--- src/rtl/bus_path_arbiter.sv ---
module bus_path_arbiter #(
  parameter int DW     = 16,
  parameter int IW     = 4,
  parameter int BDEPTH = 16
) (
  input  logic          clk,
  input  logic          rst_n,
  input  logic          cs_n,
  input  logic          a1,
  input  logic          a0,
  input  logic          rd_n,
  input  logic          wr_n,
  input  logic          req_h,
  input  logic          ack_h,
  input  logic          req_d,
  input  logic          ack_d,
  input  logic [DW-1:0] wdata,
  output logic [DW-1:0] rdata,
  output logic          rdata_oe,
  output logic          sel_host,
  output logic          sel_dev,
  output logic          bus_off
);
  localparam int NREG    = 2 ** IW;
  localparam int BW      = $clog2(BDEPTH);
  localparam int PTR_IDX = NREG - 2;
  localparam int BUF_IDX = NREG - 1;

  logic pio, dma_h, dma_d;
  logic [DW-1:0] rd_val [2];

  assign pio      = !cs_n;
  assign bus_off  = cs_n & req_h & ack_h & req_d & ack_d;
  assign dma_h    = cs_n & req_h & ack_h & !bus_off;
  assign dma_d    = cs_n & req_d & ack_d & !bus_off;
  assign sel_host = (pio & !a1) | dma_h;
  assign sel_dev  = (pio & a1) | dma_d;
  assign rdata_oe = !rd_n & wr_n & (sel_host ^ sel_dev);
  assign rdata    = sel_dev ? rd_val[1] : rd_val[0];

  for (genvar c = 0; c < 2; c++) begin : g_ctl
    logic          hit, pio_c, dma_c, wr_c, rd_c, cmd_c, buf_acc;
    logic [IW-1:0] idx;
    logic [BW-1:0] ptr;
    logic [DW-1:0] regs [NREG];
    logic [DW-1:0] mem  [BDEPTH];

    assign hit     = (c == 1) ? sel_dev : sel_host;
    assign pio_c   = hit & pio;
    assign dma_c   = hit & !pio;
    assign wr_c    = hit & !wr_n;
    assign rd_c    = hit & !rd_n & wr_n;
    assign cmd_c   = pio_c & a0;
    assign buf_acc = dma_c | (pio_c & !a0 & (idx == IW'(BUF_IDX)));

    always_comb begin
      if (cmd_c)                     rd_val[c] = DW'(idx);
      else if (buf_acc)              rd_val[c] = mem[ptr];
      else if (idx == IW'(PTR_IDX))  rd_val[c] = DW'(ptr);
      else                           rd_val[c] = regs[idx];
    end

    always_ff @(posedge clk or negedge rst_n) begin
      if (!rst_n) begin
        idx <= '0;
        ptr <= '0;
        for (int i = 0; i < NREG; i++)   regs[i] <= '0;
        for (int i = 0; i < BDEPTH; i++) mem[i]  <= '0;
      end else if (wr_c) begin
        if (cmd_c) idx <= wdata[IW-1:0];
        else if (buf_acc) begin
          mem[ptr] <= wdata;
          ptr      <= ptr + 1'b1;
        end
        else if (idx == IW'(PTR_IDX)) ptr <= wdata[BW-1:0];
        else regs[idx] <= wdata;
      end else if (rd_c && buf_acc) begin
        ptr <= ptr + 1'b1;
      end
    end
  end
endmodule

--- config.mk ---
export PLATFORM = sky130hd
export DESIGN_NAME = bus_path_arbiter
export DESIGN_NICKNAME = d
export VERILOG_FILES = /design/src/rtl/bus_path_arbiter.sv
export SDC_FILE = /design/constraint.sdc
export NUM_CORES = 2
export LEC_CHECK = 0
export BUFFER_PORTS_ARGS = -buffer_cell sky130_fd_sc_hd__buf_2
export CAP_MARGIN = 20
export CORE_MARGIN = 3
export CORE_UTILIZATION = 45
export CTS_BUF_LIST = sky130_fd_sc_hd__clkbuf_8
export DETAILED_ROUTE_END_ITERATION = 6
export HOLD_SLACK_MARGIN = 0.08
export PLACE_DENSITY = 0.69
export SYNTH_ARGS = -nofsm -noshare
export SYNTH_HDL_FRONTEND = slang
export SYNTH_SLANG_ARGS = --single-unit
--- constraint.sdc ---
create_clock -name clk -period 4.15 [get_ports clk]
set_input_delay 0.6225 -clock clk [delete_from_list [all_inputs] [get_ports clk]]
set_output_delay 0.6225 -clock clk [all_outputs]
set_load 0.005 [all_outputs]
==> impl_results.md <==
* Num CTS Buffers at 172
* GRT Overall Usage at 0.231
* Top sig layer: met5
* Final ANT Viol Nets at 0
* Cell total after placement at 4213
* Finished Cell Area at 0.0532 mm^2
* Worst-Skew Late Latency at 840 ps
* Hold Worst Slack at 359 ps
* Min-delay worst type: primary input to flip-flop
* Yosys warns at 0
* Worst path arrival time at between 3000 and 4000 ps
* Syn avg cell area at 15.8 um^2
* Setup Skew at 53.6 ps
* Multi-input logic area at about 0.020 mm^2
* Pre-CTS setup slack at about 540 ps
* Die Ht at between 300 and 400 um
* Distinct cells, synth at 71
* Register area at between 0.02 and 0.03 mm^2
* Post-synth top area cell: dfrtp_1
* Number of max-cap violations at 0
* Mapped Area at about 0.047 mm^2
* Worst-Margin Slew at 1110 ps
* Post-synth EDFFs at 0
* Std cell rows at 118
* Met1 wire length at roughly 53000 um
* Unrepaired setup endpoints after global routing: yes
* Crit path capture type: output pin
* Largest net degree at the start of global routing at 131
* Cell Area, Placed at 0.0492 mm^2
* Seq/Total Area, Yosys at 0.544
* Worst setup margin at 46.6 ps
* Synth area leaders: dfrtp_1, mux2_2, mux4_2, clkbuf_1, buf_2
* Core Area at 0.104 mm^2
* DR pass1 iterations at 5
* Predominant post-synthesis flop cell: dfrtp_1
* Cell Count, Final, Fillers Out at about 4600
* Grt ovf at 0
* Synth Instances at between 3000 and 4000
* Initial Utilization at 0.456
* CTS tree: done
* Drt first-iter violations at 2062
* Setup CP Type: flip-flop to output pin
* Total Routed Length at roughly 120000 um
* PortBufs at 46
* Status: complete, no violations
* Final core occ at 0.511
* Clock tree sinks at 1032
* Layout cell share with drive strength beyond 1 at 0.560
* Fin Setup TNS at 0 ps
* Post-DP HPWL at 77500 um
* Layout net count at 3092
* Maximum VDD drop at 0.360 mV
* # DRC at 0
* WL per Instance at 27.1 um
* Pwr dens at 559 mW/mm^2
* Startpoint types: flip-flop
* Min Clock Period, post-route at 4100 ps
* Leak at between 20 and 30 nW
* Ys async rst share at 1.00
* Met3 wire len at 8370 um
* Clk root buf: clkbuf_8
* Max clock buf depth at 3
* Initial antenna violation count at 4
* Die Area at 0.109 mm^2
* First-pass GRT wire length at 189000 um
* I/O Pins at 47
* Vias in the first global route at 29900
* Clk slew on worst S/H paths at 60 ps
* Period Utilization, post-route at 0.989
* Fill count at about 8500
* DR vias/cell at ~5.9
* Worst-path fanout max at 27
* Syn_nets at 3036
* Post-synth top area share at 0.544
* Max Slew Vio Count at 0
* WP data required at 3530 ps
* Relative slew margins at 0.260
* Routability cong. at 0.848
* Total chip power at around 30 mW
* Metal2 WL at 58300 um
* Fmax at 0.244 GHz
* Fin. Hold Viols at 0
* # setup viols final at 0
* Max H-tree Level at 4
* #FFs+latches synth at 1032
* Die W at 331 um
* Vias at between 20000 and 30000
* Synthesis-to-layout area growth at 12.2%
==> Yosys cell counts, drive strengths merged, types with 2 or more instances <==
library cell,number
nor2,34
mux2,974
and2,6
and4b,2
o221ai,15
mux2i,17
or2,3
inv,30
or3,5
ha,8
and3,5
a221oi,2
a21oi,34
o21a,3
o21ai,15
a31oi,4
clkbuf,206
dfrtp,1032
mux4,302
nand2,42
nor2b,30
nand4b,2
nand4,8
nor3,18
nand2b,13
buf,136
a22oi,2
and4bb,2
or4b,3
nor3b,8
nand3,17
o22ai,2
nand3b,3
==> final timing paths <==
| kind | start | to | slack, ps | cells after the start |
|---|---|---|---|---|
| min in group asynchronous | rst_n | g_ctl[0].regs[226]$_DFFE_PN0P_ | 420 | 2 |
| setup reg to reg | g_ctl[1].idx[0]$_DFFE_PN0N_ | g_ctl[1].mem[241]$_DFFE_PN0P_ | 780 | 8 |
| hold reg to reg | g_ctl[0].regs[27]$_DFFE_PN0P_ | g_ctl[0].regs[27]$_DFFE_PN0P_ | 370 | 0 |
| setup / recovery | g_ctl[0].idx[3]$_DFFE_PN0N_ | rdata[2] | 50 | 6 |
| max in group asynchronous | rst_n | g_ctl[1].idx[1]$_DFFE_PN0N_ | 2370 | 3 |
| hold / removal | wdata[15] | g_ctl[1].regs[143]$_DFFE_PN0P_ | 360 | 2 |
==> cell usage in the layout, fill, tap and decap left out, types with 6 or more instances in the layout <==
cell type,n
dfrtp_1,1022
mux2_2,944
mux4_2,302
clkbuf_8,209
buf_4,131
inv_1,90
buf_2,45
nand2_1,38
a21oi_1,32
buf_12,32
nor2b_1,28
nor2_1,20
mux2_4,20
mux2i_1,17
nand3_1,16
o21ai_0,14
nand2b_1,13
nor3_1,12
o221ai_1,10
nor2_2,10
mux2_1,10
dfrtp_4,9
nand4_1,8
ha_1,8
clkinv_2,8
and2_1,6
nor3b_1,6
clkinvlp_4,6
buf_8,6
==> cell type report <==
class | instances | area share
Clock inverter | 84 | 0.00882
Sequential cell | 1032 | 0.486
Tap cell | 1380 | 0.0325
Multi-Input combinational cell | 1597 | 0.376
Timing Repair Buffer | 224 | 0.0403
Clock buffer | 209 | 0.0541
Antenna cell | 3 | 0.000141
Inverter | 30 | 0.00212
==> where the power goes <==
group / leakage (nW) / internal, mW / switching [mW] / total, mW
clock: 1.93 / 4.71 / 4.06 / 8.77
combinational: 9.29 / 4.25 / 3.55 / 7.80
sequential: 14.0 / 12.0 / 1.16 / 13.2
==> worst max-delay path, stage by stage (launching register included) <==
cell	delay, ps
dfrtp_4	730
mux4_2	380
mux2i_1	590
a2111oi_0	300
a221oi_1	320
o21bai_1	140
buf_2	150
==> sequential cells by signal, indices dropped and copies added, names as in the netlist <==
| name | count |
|---|---|
| g_ctl.mem | 512 |
| g_ctl.regs | 504 |
| g_ctl.idx | 8 |
| g_ctl.ptr | 8 |
==> metal layers <==
metal / track usage / up-vias
li1: - / 11200
met1: 0.315 / 14700
met2: 0.364 / 890
met3: 0.0549 / 275
met4: 0.0800 / 4
met5: 0 / -
==> cell families (layout without fill, tap and decap cells) <==
family,Yosys count,after routing,synth area share
simple gates,204,204,0.0260
flops,1032,1032,0.544
other cells,0,3,0
buf+inv,372,547,0.0349
mux,1293,1293,0.380
compound gates,91,91,0.0126
xor+xnor,1,1,0.000185
fa+ha+maj,8,8,0.00211
==> timing repair <==
item	4_1_cts	5_1_grt
hold buffers	1	0
setup buffers	28	10
hold endpoints to repair	56	0
pin swaps	0	1
gates resized for setup	6	13
gates cloned	0	1
endpoints found under the setup margin	16	13
Note: power is estimated with default switching activity, not from simulation.
